[config.mk]
export PLATFORM = sky130hd
export DESIGN_NAME = pclk_setting_search
export DESIGN_NICKNAME = d
export VERILOG_FILES = /design/src/rtl/pcs_pkg.sv /design/src/rtl/pcs_scan_ctr.sv /design/src/rtl/pcs_band_enc.sv /design/src/rtl/pcs_cand_eval.sv /design/src/rtl/pclk_setting_search.sv
export SDC_FILE = /design/constraint.sdc
export NUM_CORES = 1
export LEC_CHECK = 0
export BUFFER_PORTS_ARGS = -buffer_cell sky130_fd_sc_hd__clkbuf_2
export CORE_MARGIN = 10
export CORE_UTILIZATION = 50
export CTS_CLUSTER_SIZE = 12
export DETAILED_ROUTE_END_ITERATION = 6
export GPL_TIMING_DRIVEN = 0
export PLACE_DENSITY = 0.69
export RECOVER_POWER = 100
export SETUP_SLACK_MARGIN = 0.05
export SLEW_MARGIN = 20
export SYNTH_ARGS = -nofsm -noshare
export SYNTH_HDL_FRONTEND = slang
export SYNTH_SLANG_ARGS = --single-unit
[constraint.sdc]
create_clock -name clk -period 93.5 [get_ports clk]
set_input_delay 18.7 -clock clk [delete_from_list [all_inputs] [get_ports clk]]
set_output_delay 18.7 -clock clk [all_outputs]
set_load 0.01 [all_outputs]
[src/rtl/pcs_pkg.sv]
package pcs_pkg;
   localparam int BAND_W    = 2;
   localparam int NUM_EDGES = 3;

   typedef enum logic [1:0] {
      ST_IDLE = 2'd0,
      ST_SCAN = 2'd1,
      ST_FIN  = 2'd2
   } scan_state_t;
endpackage

[src/rtl/pcs_scan_ctr.sv]
module pcs_scan_ctr #(
   parameter int MUL_W   = 6,
   parameter int DIV_W   = 4,
   parameter int MUL_MAX = 19,
   parameter int DIV_MAX = 12
) (
   input  logic             clk,
   input  logic             rst_n,
   input  logic             load,
   input  logic             step,
   output logic [MUL_W-1:0] mul,
   output logic [DIV_W-1:0] div,
   output logic             last
);
   localparam logic [MUL_W-1:0] M_LAST = MUL_W'(MUL_MAX);
   localparam logic [DIV_W-1:0] D_LAST = DIV_W'(DIV_MAX);
   localparam logic [MUL_W-1:0] M_ONE  = MUL_W'(1);
   localparam logic [DIV_W-1:0] D_ONE  = DIV_W'(1);

   if (MUL_MAX < 1 || MUL_MAX >= (1 << MUL_W)) begin : g_bad_mul
      $error("pcs_scan_ctr: MUL_MAX does not fit MUL_W");
   end
   if (DIV_MAX < 1 || DIV_MAX >= (1 << DIV_W)) begin : g_bad_div
      $error("pcs_scan_ctr: DIV_MAX does not fit DIV_W");
   end

   always_ff @(posedge clk or negedge rst_n) begin
      if (!rst_n) begin
         mul <= M_ONE;
         div <= D_ONE;
      end else if (load) begin
         mul <= M_ONE;
         div <= D_ONE;
      end else if (step) begin
         if (mul == M_LAST) begin
            mul <= M_ONE;
            div <= (div == D_LAST) ? D_ONE : div + D_ONE;
         end else begin
            mul <= mul + M_ONE;
         end
      end
   end

   assign last = (mul == M_LAST) && (div == D_LAST);

   // the scan position never leaves the candidate grid
   p_ctr_bounds_r7: assert property (@(posedge clk) disable iff (!rst_n)
      (mul >= M_ONE) && (mul <= M_LAST) && (div >= D_ONE) && (div <= D_LAST));

   // inner loop advances the multiplier while the divider holds
   p_inner_order_r6: assert property (@(posedge clk) disable iff (!rst_n)
      (step && !load && mul != M_LAST) |=> (div == $past(div)));
endmodule

[src/rtl/pcs_band_enc.sv]
module pcs_band_enc #(
   parameter int          PLL_W = 24,
   parameter int unsigned EDGE0 = 40000,
   parameter int unsigned EDGE1 = 80000,
   parameter int unsigned EDGE2 = 160000
) (
   input  logic [PLL_W-1:0]          pll_khz,
   output logic [pcs_pkg::BAND_W-1:0] band
);
   localparam int unsigned EDGES [pcs_pkg::NUM_EDGES] = '{EDGE0, EDGE1, EDGE2};

   if (!(EDGE0 < EDGE1 && EDGE1 < EDGE2)) begin : g_bad_edges
      $error("pcs_band_enc: band edges must ascend");
   end

   logic [pcs_pkg::NUM_EDGES-1:0] above;

   for (genvar i = 0; i < pcs_pkg::NUM_EDGES; i++) begin : g_edge
      // an edge value itself stays in the lower band
      assign above[i] = (pll_khz > PLL_W'(EDGES[i]));
   end

   always_comb begin
      band = '0;
      for (int i = 0; i < pcs_pkg::NUM_EDGES; i++) begin
         band = band + pcs_pkg::BAND_W'(above[i]);
      end
   end
endmodule

[src/rtl/pcs_cand_eval.sv]
module pcs_cand_eval #(
   parameter int MUL_W       = 6,
   parameter int DIV_W       = 4,
   parameter int REQ_W       = 17,
   parameter int ERR_W       = 23,
   parameter int UNIT_KHZ    = 6000,
   parameter int PLL_MIN_KHZ = 20000,
   parameter int PLL_MAX_KHZ = 228000,
   parameter int PIX_MAX_KHZ = 96000
) (
   input  logic [MUL_W-1:0] mul,
   input  logic [DIV_W-1:0] div,
   input  logic [REQ_W-1:0] req,
   input  logic             have_best,
   input  logic [ERR_W-1:0] best_err,
   input  logic [DIV_W-1:0] best_div,
   output logic             take,
   output logic [ERR_W-1:0] err
);
   localparam int XW = ERR_W + DIV_W;
   localparam int PW = ERR_W + 1;

   logic [ERR_W-1:0] scaled_clk;
   logic [ERR_W-1:0] scaled_req;
   logic [PW-1:0]    pll_khz;
   logic [ERR_W-1:0] pix_cap;
   logic             valid;
   logic [XW-1:0]    cross_new;
   logic [XW-1:0]    cross_old;
   logic             closer;

   assign scaled_clk = ERR_W'(mul) * ERR_W'(UNIT_KHZ);
   assign scaled_req = ERR_W'(req) * ERR_W'(div);
   assign pll_khz    = PW'(scaled_clk) << 1;
   assign pix_cap    = ERR_W'(PIX_MAX_KHZ) * ERR_W'(div);

   assign valid = (div != '0)
               && (pll_khz >= PW'(PLL_MIN_KHZ))
               && (pll_khz <= PW'(PLL_MAX_KHZ))
               && (scaled_clk <= pix_cap);

   assign err = (scaled_clk >= scaled_req) ? (scaled_clk - scaled_req)
                                           : (scaled_req - scaled_clk);

   // err/div against best_err/best_div without dividing
   assign cross_new = XW'(err) * XW'(best_div);
   assign cross_old = XW'(best_err) * XW'(div);
   assign closer    = !have_best || (cross_new < cross_old);

   assign take = valid && closer;
endmodule

[src/rtl/pclk_setting_search.sv]
module pclk_setting_search #(
   parameter int REQ_W       = 17,
   parameter int MUL_W       = 6,
   parameter int DIV_W       = 4,
   parameter int MUL_MAX     = 19,
   parameter int DIV_MAX     = 12,
   parameter int REF_KHZ     = 12000,
   parameter int PLL_MIN_KHZ = 20000,
   parameter int PLL_MAX_KHZ = 228000,
   parameter int PIX_MAX_KHZ = 96000
) (
   input  logic                                     clk,
   input  logic                                     rst_n,
   input  logic                                     start,
   input  logic [REQ_W-1:0]                         req_khz,
   output logic                                     busy,
   output logic                                     done,
   output logic [pcs_pkg::BAND_W+MUL_W+DIV_W-1:0]   reg_word,
   output logic [REQ_W-1:0]                         achieved_khz,
   output logic                                     no_solution
);
   import pcs_pkg::*;

   localparam int WORD_W   = BAND_W + MUL_W + DIV_W;
   localparam int UNIT_KHZ = REF_KHZ / 2;
   localparam int ERR_W    = REQ_W + DIV_W + 2;
   localparam int PW       = ERR_W + 1;

   if (REF_KHZ % 2 != 0) begin : g_bad_ref
      $error("pclk_setting_search: REF_KHZ must be even");
   end
   if (longint'(UNIT_KHZ) * MUL_MAX >= (longint'(1) << ERR_W)) begin : g_bad_err_w
      $error("pclk_setting_search: scaled clock overflows ERR_W");
   end
   if (longint'(PIX_MAX_KHZ) * DIV_MAX >= (longint'(1) << ERR_W)) begin : g_bad_cap_w
      $error("pclk_setting_search: pixel cap overflows ERR_W");
   end
   if (PIX_MAX_KHZ >= (1 << REQ_W)) begin : g_bad_req_w
      $error("pclk_setting_search: REQ_W too narrow for PIX_MAX_KHZ");
   end

   scan_state_t      state;
   logic [REQ_W-1:0] req_q;
   logic             have_best;
   logic [ERR_W-1:0] best_err;
   logic [MUL_W-1:0] best_mul;
   logic [DIV_W-1:0] best_div;
   logic [MUL_W-1:0] cur_mul;
   logic [DIV_W-1:0] cur_div;
   logic             cur_last;
   logic             take;
   logic [ERR_W-1:0] cur_err;
   logic             accept;
   logic             scanning;
   logic [PW-1:0]    best_pll;
   logic [BAND_W-1:0] best_band;
   logic [ERR_W-1:0] best_scaled;
   logic [ERR_W-1:0] best_freq;

   assign accept   = start && (state == ST_IDLE);
   assign scanning = (state == ST_SCAN);
   assign busy     = (state != ST_IDLE);

   pcs_scan_ctr #(
      .MUL_W(MUL_W), .DIV_W(DIV_W), .MUL_MAX(MUL_MAX), .DIV_MAX(DIV_MAX)
   ) u_ctr (
      .clk(clk), .rst_n(rst_n), .load(accept), .step(scanning),
      .mul(cur_mul), .div(cur_div), .last(cur_last)
   );

   pcs_cand_eval #(
      .MUL_W(MUL_W), .DIV_W(DIV_W), .REQ_W(REQ_W), .ERR_W(ERR_W),
      .UNIT_KHZ(UNIT_KHZ), .PLL_MIN_KHZ(PLL_MIN_KHZ),
      .PLL_MAX_KHZ(PLL_MAX_KHZ), .PIX_MAX_KHZ(PIX_MAX_KHZ)
   ) u_eval (
      .mul(cur_mul), .div(cur_div), .req(req_q),
      .have_best(have_best), .best_err(best_err), .best_div(best_div),
      .take(take), .err(cur_err)
   );

   assign best_pll = PW'(best_mul) * PW'(REF_KHZ);

   pcs_band_enc #(.PLL_W(PW)) u_band (
      .pll_khz(best_pll), .band(best_band)
   );

   assign best_scaled = ERR_W'(best_mul) * ERR_W'(UNIT_KHZ);
   assign best_freq   = (best_div != '0) ? best_scaled / ERR_W'(best_div) : '0;

   always_ff @(posedge clk or negedge rst_n) begin
      if (!rst_n) begin
         state     <= ST_IDLE;
         req_q     <= '0;
         have_best <= 1'b0;
         best_err  <= '0;
         best_mul  <= '0;
         best_div  <= '0;
      end else begin
         case (state)
            ST_IDLE: if (accept) begin
               state     <= ST_SCAN;
               req_q     <= req_khz;
               have_best <= 1'b0;
            end
            ST_SCAN: begin
               if (take) begin
                  have_best <= 1'b1;
                  best_err  <= cur_err;
                  best_mul  <= cur_mul;
                  best_div  <= cur_div;
               end
               if (cur_last) state <= ST_FIN;
            end
            default: state <= ST_IDLE;
         endcase
      end
   end

   always_ff @(posedge clk or negedge rst_n) begin
      if (!rst_n) begin
         done         <= 1'b0;
         reg_word     <= '0;
         achieved_khz <= '0;
         no_solution  <= 1'b0;
      end else begin
         done <= (state == ST_FIN);
         if (state == ST_FIN) begin
            if (have_best && req_q != '0) begin
               reg_word     <= {best_band, best_mul, best_div};
               achieved_khz <= REQ_W'(best_freq);
               no_solution  <= 1'b0;
            end else begin
               reg_word     <= '0;
               achieved_khz <= '0;
               no_solution  <= 1'b1;
            end
         end
      end
   end

   // done is a single-cycle pulse
   p_done_pulse_r7: assert property (@(posedge clk) disable iff (!rst_n)
      done |=> !done);

   // done and busy never overlap
   p_busy_done_excl_r7: assert property (@(posedge clk) disable iff (!rst_n)
      !(done && busy));

   // a running scan is not restarted by start
   p_no_restart_r8: assert property (@(posedge clk) disable iff (!rst_n)
      (scanning && !cur_last) |=> (scanning && $stable(req_q)));

   // results move only with done
   p_hold_r9: assert property (@(posedge clk) disable iff (!rst_n)
      !done |-> ($stable(reg_word) && $stable(achieved_khz) && $stable(no_solution)));

   // the no-solution flag comes with an all-zero result
   p_nosol_zero_r10: assert property (@(posedge clk) disable iff (!rst_n)
      no_solution |-> (reg_word == '0 && achieved_khz == '0));

   // a reported pair lies inside the searched limits
   p_fields_r2: assert property (@(posedge clk) disable iff (!rst_n)
      (done && !no_solution) |->
         (reg_word[DIV_W-1:0] != '0) && (reg_word[DIV_W-1:0] <= DIV_W'(DIV_MAX))
         && (reg_word[DIV_W+MUL_W-1:DIV_W] <= MUL_W'(MUL_MAX))
         && (achieved_khz <= REQ_W'(PIX_MAX_KHZ)));
endmodule

Yosys cells after proc, flatten, opt, wreduce, memory -nomap -nowiden
Index checks and enable logic that the tools add are counted.
Storage, ports and cells
  bits of input ports: 20
  register bits after elaboration: 94
  word-level logic and storage cells: 81
  output and inout port bits: 32
Operators by class
  multipliers: 7
  $add $sub $neg: 6
  div/mod/pow operators: 1
  multiplexer cells: 18
  reduce and logical (&&, ||, !) cells: 22
  $lt $le $gt $ge: 8
  equal/unequal tests: 7
Operators with widths (count)
  $mul 23x4->27: 2
  $mul 6x9->15 const B: 3
  $mux 17: 2
  $lt 27x27->1: 1
  $div 19x4->23: 1
  $mux 23: 1
  $sub 19x21->22: 1
  $sub 21x19->22: 1
  $ge 19x21->1: 1
  $le 19x21->1: 1
  $mul 17x4->21: 1
  $ge 20x15->1 const B: 1
  $gt 20x16->1 const B: 1
  $gt 20x17->1 const B: 1
  $gt 20x18->1 const B: 1
  $le 20x18->1 const B: 1
  $mux 6: 3
  $reduce_bool 17->1: 1
  $mux 4: 4
  $mul 9x4->13 const A: 1
  $mux 12: 1
  $reduce_and 2->1: 4
  $reduce_bool 2->1: 4
  $reduce_bool 4->1: 2
  other kinds (18): 29

Logic depth before layout (Yosys ltp)
Gate-level depths: netlist of the first run.
  depth after elaboration: 9
  mapped depth: 216
  depth with buffers taken out: 205

By module
Synthesis of the first run repeated with hierarchy kept, for this count alone.
Unflattened totals
  cell total of the unflattened synthesis: 3417
  area, all modules: 26750.7 um2
Modules (own cells, without submodules)
  pclk_setting_search: area an instance 13639.3 um2, instances 1, seq. area each 2102.0 um2, cells an instance 1736
  pcs_cand_eval: area an instance 12313.1 um2, instances 1, seq. area each 0.0 um2, cells an instance 1587
  pcs_scan_ctr: area an instance 595.6 um2, instances 1, seq. area each 252.7 um2, cells an instance 63
  pcs_band_enc: area an instance 202.7 um2, instances 1, seq. area each 0.0 um2, cells an instance 31

Worst setup path before layout of the first run
No wires, ideal clock.
  kind: register to register
  start: reg best_mul[0]
  end: reg achieved_khz[0]
  required time: 93.353 ns
  stages on the path, launching flop included: 199
  setup time: 0.147 ns
  buffers on the path: 9
  arrival time: 40.239 ns
  clock period less this slack: 40.386 ns
  slack: 53.114 ns
  path through: dfrtp_1 inv_1 fa_1 inv_1 fa_1 inv_1 fa_1 inv_1 ha_1 o21ai_0 o211ai_1 nand2_1 o31ai_1 xor2_1 ha_1 o211ai_1 nand2_1 a21oi_2 (+163 left out) a21o_1 a21oi_1 and3_1 a2bb2o_1 nand2_1 or3b_4 nor4b_4 nor2_1 ha_1 o21a_1 o21ai_0 nand2b_1 a21oi_1 nand3_1 a2111oi_0 nand4_1 o41ai_2 o2111ai_1
On the way
  cells in the longest elaborated chain, start to end: 4
RTL lines
  from (decl): RTL line pclk_setting_search.sv:46  | logic [MUL_W-1:0] best_mul;
  from (signal assigned): RTL line pclk_setting_search.sv:109  | best_mul <= cur_mul;
  $mul 6x9->15: RTL line pclk_setting_search.sv:87  | assign best_scaled = ERR_W'(best_mul) * ERR_W'(UNIT_KHZ);
  $div 19x4->23: RTL line pclk_setting_search.sv:88  | assign best_freq = (best_div != '0) ? best_scaled / ERR_W'(best_div) : '0;
  $mux 17: RTL line pclk_setting_search.sv:88
  $mux 17: RTL line pclk_setting_search.sv:128  | if (have_best && req_q != '0) begin
  to (signal assigned): RTL line pclk_setting_search.sv:130  | achieved_khz <= REQ_W'(best_freq);
  to (decl): RTL line pclk_setting_search.sv:19  | output logic [REQ_W-1:0] achieved_khz,
Every way passes these cells.
A chain may end at the register's enable or synchronous reset.

Final worst setup path of the first run
Ends and elaborated chain as after synthesis.

==> results.tsv, run 1 <==
stage	metric	value	unit
status	status	finished, violations left	
status	violations	max-capacitance violations, max-slew violations	
clock_tree	cts_sinks	93	
detailed_routing	vias	23270	
setup_path	start_kind	flip-flop	
setup_path	cp_common_cell	a21oi_1	
detailed_routing	drtPass1Iterations	5	
detailed_routing	drt-total-wl	70960	um
clock_tree	cts-root-buf	clkbuf_16	
timing	clock-skew-final	0.01770	ns
setup_path	cp.required	93.75	ns
job	maxCapViolations	3	
synth	synth_edf_count	0	
clock_tree	cts_resized	0	
grt	grt_pass1_wl	116000	um
synth	synth_compound_area_share	21.70	%
synth	synth_top_area_share	15.88	%
timing	max_freq	18.50	MHz
setup_path	cp_num_buf_inv	17	
clock_tree	clk_pin_slew	0.07	ns
grt	antenna_found_initial	1	
synth	synthXorXnorAreaFrac	6.845	%
die	core-area	0.04905	mm2
detailed_routing	drc_errors	0	
timing	worst_slew_pin_slew	3.810	ns
synth	yosysTopAreaCell	ha_1	
setup_path	r2r-end	achieved_khz[0]	
clock_tree	cts_tree	built	
synth	synth_common_cells	380 x nand2_1, 346 x inv_1, 315 x ha_1	
detailed_routing	wl_per_cell	18.08	um
hold_path	whs_endpoint	achieved_khz[13]	
detailed_routing	antenna_left	0	
clock_tree	cts_buffers	9	
finish	fin_nets	3742	
synth	ys_warn_count	0	
timing	maxSlewHeadroom	-154.0	%
synth	synth_cell_types	124	
synth	synth_top_family_by_area	adder cells	
timing	min_period_over_period	57.81	%
place	hpwl	58700	um
setup_path	max_stage_delay	1.73	ns
finish	post-route-util	53.25	%
place	portBuffers	51	
die	die_w	242.8	um
finish	area_growth_syn_to_layout	5.232	%
hold_path	min_path_type	flip-flop to flip-flop	
finish	final_layout_size_suffix_gt1_share	6.196	%
timing	slew_viol_final	106	
setup_path	r2r_cells	198	
timing	finalHoldViolCount	0	
synth	synth-seq-cells	93	
place	gp_congestion	0.9405	
synth	syn_inst	3188	
synth	synth_fa_ha_area_share	28.26	%
clock_tree	clockBufferDepth	2	
setup_path	crit_path_top_delay_cell	nor4b_1	
grt	grt_usage	23.46	%
synth	synth_area	0.02482	mm2
grt	grt.overflow.total	0	
timing	layout_min_cycle_time	54.05	ns
die	num_io_pins	52	
die	die_y	242.8	um
synth	yosys-top-cells-area	ha_1 16%, fa_1 12%, dfrtp_1 9.2%, nand2_1 5.7%, inv_1 5.2%	
synth	ys.flop_type	dfrtp_1	
synth	synth-simple-area-share	22.05	%
clock_tree	ctsHoldBuffers	0	
setup_path	crit_type	flip-flop to flip-flop	
synth	synth_seq_area_share	9.385	%
synth	async_flop_share	100.0	%
setup_path	crit_fanout	10	
synth	synthMuxAreaShare	5.000	%
finish	antenna_cells	0	
die	initial_utilization	50.61	%
setup_path	crit_family	compound AO/OA/AOI/OAI gates	
hold_path	hold-path-cell-count	2	
finish	nFillCells	4797	
setup_path	timing.rr.start	best_mul[0]	
die	rows	81	
grt	grt_max_degree	61	
timing	finalSetupTns	0	ns
setup_path	reg2reg_slack	39.45	ns
clock_tree	cts_setup_buffers	0	
synth	yosysMostFrequentCell	nand2_1	
detailed_routing	drt_iter0_drc	1616	
die	dieArea	0.05896	mm2
hold_path	hold_start	achieved_khz[13]	
clock_tree	clk_latency	0.39	ns
grt	grt_pass1_vias	22650	
setup_path	crit_arrival	54.30	ns
synth	syn_avg_cell_area	7.787	um2
timing	rsz0062_at_grt	no	
clock_tree	cts-htree-levels	3	
detailed_routing	viasPerCell	5.930	
timing	setup_viol	0	
setup_path	critPathCaptureType	flip-flop	
==> cell type report <==
type	instances	area, um2	area share (%)
clock inverter	5	60.06	0.2299
timing repair buffer	53	244.0	0.9340
sequential	93	2330	8.918
inverter	348	1306	5.000
clock buffer	11	242.7	0.9292
multi-input combinational	2665	20740	79.39
buffer	85	369.1	1.413
tap	664	830.8	3.180
==> worst max path at each step <==
stage | slack [ns] | end | startpoint | cells past startpoint
final | 39.45 | achieved_khz[0] | best_mul[0] | 198
after detailed placement | 44.40 | achieved_khz[0] | best_mul[0] | 199
after global routing | 34.84 | achieved_khz[0] | best_mul[0] | 201
after global placement | 45.01 | achieved_khz[0] | best_mul[0] | 200
after CTS | 44.21 | achieved_khz[0] | best_mul[0] | 199
after floorplan | 53.11 | achieved_khz[0] | best_mul[0] | 198
==> metrics by stage <==
step | hold slack, ns | cells | setup slack (ns) | cell area [um2]
6_report | 0.4792 | 3924 | 39.45 | 26120
5_1_grt | 0.4966 | 3924 | 34.84 | 26120
4_1_cts | 0.4863 | 3924 | 44.21 | 26300
3_5_place_dp | 0.4704 | 3908 | 44.40 | 25990
3_3_place_gp | 0.4633 | 3906 | 45.01 | 25920
2_1_floorplan | 0.4888 | 3191 | 53.11 | 24840
==> logic make-up (layout without fill, tap and decap cells) <==
kind of cell	after synthesis	in the layout
muxes	114	114
adders and majority gates	470	470
AOI/OAI and AO/OA	799	799
DFF	93	93
xor gates and xnor gates	194	194
buffers and inverters	433	502
and+or+nand+nor	1084	1084
other	1	4
==> tightest hold or removal path: cells and delay by family (launching register included) <==
family | cells | cell delay, ns
flops | 1 | 0.34
simple gates | 1 | 0.04
compound gates | 1 | 0.06
==> state kept, by name (all words and copies together) (netlist names) <==
register	flops
best_div	4
achieved_khz	17
best_err	22
u_ctr.mul	6
u_ctr.div	4
no_solution	1
best_mul	6
done	1
state	2
have_best	1
reg_word	12
req_q	17
==> per-layer routing <==
layer	vias to the layer above	global-route usage [%]	share of wire, %
li1	11330	-	-
met5	-	0	0
met2	688	38.43	46
met4	0	4.668	1.8
met1	11160	31.97	46
met3	93	3.855	6.6
==> layout by cell type (no fill, tap or decap), types with 8 or more instances in the layout <==
cell,count
a2111oi_0,8
a211o_1,8
a211oi_1,23
a21o_1,80
a21oi_1,206
a221oi_1,8
a31oi_1,24
and2_1,94
and3_1,26
clkbuf_1,104
clkbuf_16,9
clkbuf_2,18
dfrtp_1,91
fa_1,152
ha_1,315
inv_1,343
mux2_2,65
mux2i_1,44
nand2_1,380
nand2b_1,50
nand3_1,60
nand4_1,31
nor2_1,186
nor2b_1,36
nor3_1,78
nor4_1,21
o211ai_1,14
o21a_1,38
o21ai_0,167
o21ai_1,12
o21bai_1,49
o22ai_1,12
o31ai_1,35
or2_2,20
or3_1,28
or4_1,9
xnor2_1,113
xor2_1,81
Power of run 1 is left out: the tool's default activity adds up to more than one toggle a clock period on the data nets, which glitch-free logic cannot reach.
==> inputs of run 2 (changes only) <==
Clock period 93.5 ns to 55.7 ns, I/O delays scaled along.
==> results.tsv, run 2 (synthesis gave the netlist of run 1 again) <==
stage	metric	value	unit
status	status	finished, violations left	
status	violations	max-capacitance violations, max-slew violations	
timing	slew_viol_final	96	
timing	setup_viol	0	
die	core-area	0.04905	mm2
setup_path	reg2reg_slack	5.04	ns
setup_path	max_stage_delay	0.69	ns
timing	min_period_over_period	90.96	%
grt	grt_util_met3	3.855	%
finish	largest_register	best_err	
timing	setup_slack	5.038	ns
grt	grt_pass1_vias	22650	
setup_path	cp.required	55.95	ns
place	portBuffers	51	
setup_path	crit_type	flip-flop to flip-flop	
place	placed_area	0.02599	mm2
job	maxCapViolations	2	
timing	maxSlewHeadroom	-152.1	%
timing	worst_slew_pin_slew	3.782	ns
setup_path	critPathLaunch	best_mul[0]	
grt	met2_usage	38.43	%
finish	fin_nets	3742	
grt	antenna_found_initial	1	
finish	nFillCells	4781	
hold_path	min_path_type	flip-flop to flip-flop	
detailed_routing	drt-total-wl	71000	um
die	die_w	242.8	um
grt	grt_pass1_wl	116000	um
setup_path	critPathCaptureType	flip-flop	
clock_tree	cts_buffers	9	
die	rows	81	
grt	grt.overflow.total	0	
finish	reg_top3	best_err x22, achieved_khz x17, req_q x17	
detailed_routing	drtPass1Iterations	5	
finish	final_common_cell	nand2_1	
setup_path	r2r-end	achieved_khz[0]	
timing	clock-skew-final	0.01777	ns
grt	grt_usage	23.46	%
finish	post-route-util	53.42	%
grt	grt-busiest-layer	met2	
clock_tree	cts_setup_buffers	0	
setup_path	r2r_cells	198	
detailed_routing	vias	23300	
finish	final-seq-area	0.002330	mm2
finish	stdcell_area	0.02620	mm2
timing	max_freq	19.74	MHz
setup_path	timing.rr.start	best_mul[0]	
setup_path	crit_arrival	50.91	ns
finish	area_growth_syn_to_layout	5.549	%
place	gp_congestion	0.9405	
clock_tree	cts_resized	0	
grt	use_met1	31.97	%
timing	finalHoldViolCount	0	
finish	largest_reg_flops	22	
clock_tree	clk_latency	0.40	ns
clock_tree	cts_tree	built	
setup_path	crit_path_top_delay_cell	nor4b_4	
detailed_routing	drt_iter0_drc	1616	
place	hpwl	58700	um
place	pre_cts_ws	6.595	ns
setup_path	cp_common_cell	a21oi_1	
timing	rsz0062_at_grt	no	
die	initial_utilization	50.61	%
detailed_routing	viasPerCell	5.938	
clock_tree	cts_sinks	93	
setup_path	crit_fanout	10	
die	die_y	242.8	um
detailed_routing	antenna_left	0	
finish	final_layout_size_suffix_gt1_share	6.534	%
timing	finalSetupTns	0	ns
die	dieArea	0.05896	mm2
detailed_routing	wl_per_cell	18.09	um
clock_tree	ctsHoldBuffers	0	
finish	antenna_cells	0	
detailed_routing	drc_errors	0	
setup_path	start_kind	flip-flop	
clock_tree	cts-root-buf	clkbuf_16	
die	num_io_pins	52	
clock_tree	clockBufferDepth	2	
finish	layout_common_cells	380 x nand2_1, 343 x inv_1, 315 x ha_1	
clock_tree	clk_pin_slew	0.07	ns
clock_tree	cts-htree-levels	3	
timing	layout_min_cycle_time	50.66	ns
grt	grt_max_degree	61	
finish	multi_input_area	0.02082	mm2
setup_path	endpoint	achieved_khz[0]	
==> run 2: worst min path at each step <==
stage                     startpoint               end  cells past startpoint
floorplan                   state[0]          state[0]                      1
global placement    achieved_khz[13]  achieved_khz[13]                      2
detailed placement  achieved_khz[13]  achieved_khz[13]                      2
CTS                 achieved_khz[13]  achieved_khz[13]                      2
global route        achieved_khz[12]  achieved_khz[12]                      2
finish              achieved_khz[13]  achieved_khz[13]                      2
==> run 2: layout make-up <==
class	instances	area share, %
multi-input cells	2665	79.45
repair buffers	53	0.9312
plain buffers	85	1.413
inverters	348	4.985
clock inverters	5	0.2292
well taps	664	3.171
flip-flops and latches	93	8.892
clock buffers	11	0.9264
==> run 2: worst max-delay path: cells and delay by family (launching register included) <==
kind,cells,cell delay [ns]
compound gates,84,20.55
xor+xnor,1,0.52
fa+ha+maj,23,7.74
buf+inv,17,3.54
flops,1,0.55
mux,6,2.33
simple gates,67,15.16
==> run 2: stage by stage <==
| stage | hold WS (ns) | std cells |
|---|---|---|
| detailed placement | 0.4704 | 3908 |
| global placement | 0.4633 | 3906 |
| floorplan | 0.4888 | 3191 |
| finish | 0.4795 | 3924 |
| CTS | 0.4863 | 3924 |
| global route | 0.4966 | 3924 |
==> run 2: metal layers <==
layer  wire length [um]  share of wire (%)
met5                  0                  0
met4               1228                1.7
met3               4153                5.8
met2              32420                 46
met1              33200                 47
Power of run 2 is left out for the same reason.
==> inputs of run 3 (changes only) <==
Settings changed: CORE_UTILIZATION 50 to 65, PLACE_DENSITY 0.69 to unset, PLACE_DENSITY_LB_ADDON set to 0.15.
==> results.tsv, run 3 (synthesis gave the netlist of run 1 again) <==
stage	metric	value	unit
place	dp_cells	3755	
grt	grt_usage	28.87	%
die	core-area	0.03767	mm2
setup_path	crit_arrival	51.08	ns
timing	worst_slew_pin_slew	3.575	ns
setup_path	start_kind	flip-flop	
setup_path	cp_common_cell	a21oi_1	
finish	layout_common_cells	380 x nand2_1, 344 x inv_1, 315 x ha_1	
grt	grt.overflow.total	0	
timing	finalHoldViolCount	0	
die	rows	71	
place	placed_area	0.02579	mm2
setup_path	critPathCaptureType	flip-flop	
place	gp_congestion	0.9704	
timing	finalSetupTns	0	ns
clock_tree	cts_resized	0	
status	status	finished, violations left	
finish	area_growth_syn_to_layout	4.622	%
die	dieArea	0.04641	mm2
die	num_io_pins	52	
finish	largest_register	best_err	
detailed_routing	viasPerCell	6.211	
grt	grt_max_degree	62	
finish	final_layout_size_suffix_gt1_share	6.472	%
grt	grt_pass1_wl	113400	um
detailed_routing	wl_per_cell	18.23	um
clock_tree	ctsHoldBuffers	0	
finish	largest_reg_flops	22	
clock_tree	clk_pin_slew	0.08	ns
setup_path	crit_type	flip-flop to flip-flop	
setup_path	crit_path_top_delay_cell	o31ai_2	
clock_tree	cts_sinks	93	
timing	maxSlewHeadroom	-138.4	%
grt	antenna_found_initial	0	
detailed_routing	drt-total-wl	68750	um
detailed_routing	drc_errors	0	
die	initial_utilization	65.90	%
timing	slew_viol_final	96	
detailed_routing	drt_iter0_drc	1671	
detailed_routing	drtPass1Iterations	6	
detailed_routing	vias	23420	
finish	fin_nets	3742	
setup_path	max_stage_delay	0.68	ns
clock_tree	clockBufferDepth	2	
finish	final_common_cell	nand2_1	
clock_tree	cts_tree	built	
timing	rsz0062_at_grt	no	
timing	setup_viol	0	
setup_path	cp.required	55.92	ns
die	die_w	215.4	um
clock_tree	cts_buffers	9	
place	hpwl	56950	um
timing	layout_min_cycle_time	50.87	ns
place	portBuffers	51	
finish	stdcell_area	0.02597	mm2
hold_path	min_path_type	flip-flop to flip-flop	
die	die_y	215.4	um
status	violations	max-capacitance violations, max-slew violations	
clock_tree	clk_latency	0.38	ns
setup_path	crit_fanout	10	
clock_tree	cts-root-buf	clkbuf_16	
grt	grt_pass1_vias	23380	
job	maxCapViolations	2	
finish	final_cells	3771	
timing	min_period_over_period	91.32	%
timing	clock-skew-final	0.01227	ns
clock_tree	cts_setup_buffers	0	
detailed_routing	antenna_left	0	
timing	max_freq	19.66	MHz
clock_tree	cts-htree-levels	3	
finish	reg_top3	best_err x22, achieved_khz x17, req_q x17	
finish	antenna_cells	0	
finish	nFillCells	3299	
## run 3: path summary, 6_finish.rpt
kind	slack, ns	endpoint	cells past startpoint	startpoint
min in group asynchronous	11.26	req_q[12]	1	rst_n
max	4.83	achieved_khz[0]	200	best_mul[0]
min	0.49	achieved_khz[1]	2	achieved_khz[1]
min reg2reg	0.49	achieved_khz[1]	2	achieved_khz[1]
max in group asynchronous	40.23	reg_word[8]	2	rst_n
max reg2reg	4.83	achieved_khz[0]	200	best_mul[0]
## run 3: layout make-up
type	instances	area (um2)	area share, %
multi-input cells	2665	20800	80.08
flip-flops and latches	93	2330	8.970
inverters	348	1306	5.030
well taps	511	639.4	2.462
plain buffers	85	370.4	1.426
repair buffers	53	236.5	0.9105
clock buffers	9	225.2	0.8672
clock inverters	7	65.06	0.2505
## run 3: layer usage
| layer | routed length [um] | up-vias | part of all wire (%) | GRT usage, % |
|---|---|---|---|---|
| met5 | 0 | - | 0 | 0 |
| met4 | 2616 | 0 | 3.8 | 11.41 |
| met3 | 3637 | 143 | 5.3 | 2.825 |
| met2 | 33780 | 713 | 49 | 51.29 |
| met1 | 28710 | 11270 | 42 | 35.24 |
| li1 | - | 11290 | - | - |
## run 3: critical path: cells and delay by family (launching register included)
| family | cells | cell delay, ns |
|---|---|---|
| fa+ha+maj | 23 | 7.87 |
| simple gates | 69 | 15.37 |
| flops | 1 | 0.55 |
| compound gates | 84 | 21.08 |
| mux | 5 | 1.84 |
| xor+xnor | 1 | 0.45 |
| buf+inv | 18 | 3.47 |
## run 3: through the flow
stage	util [%]	hold slack (ns)	worst slack [ns]
after floorplan	-	0.4888	15.31
after global placement	68.31	0.4691	8.025
after detailed placement	68.46	0.4749	6.906
after CTS	69.23	0.4917	6.675
after global routing	68.95	0.5101	0.9548
final	68.95	0.4947	4.834
Power of run 3 is left out for the same reason.
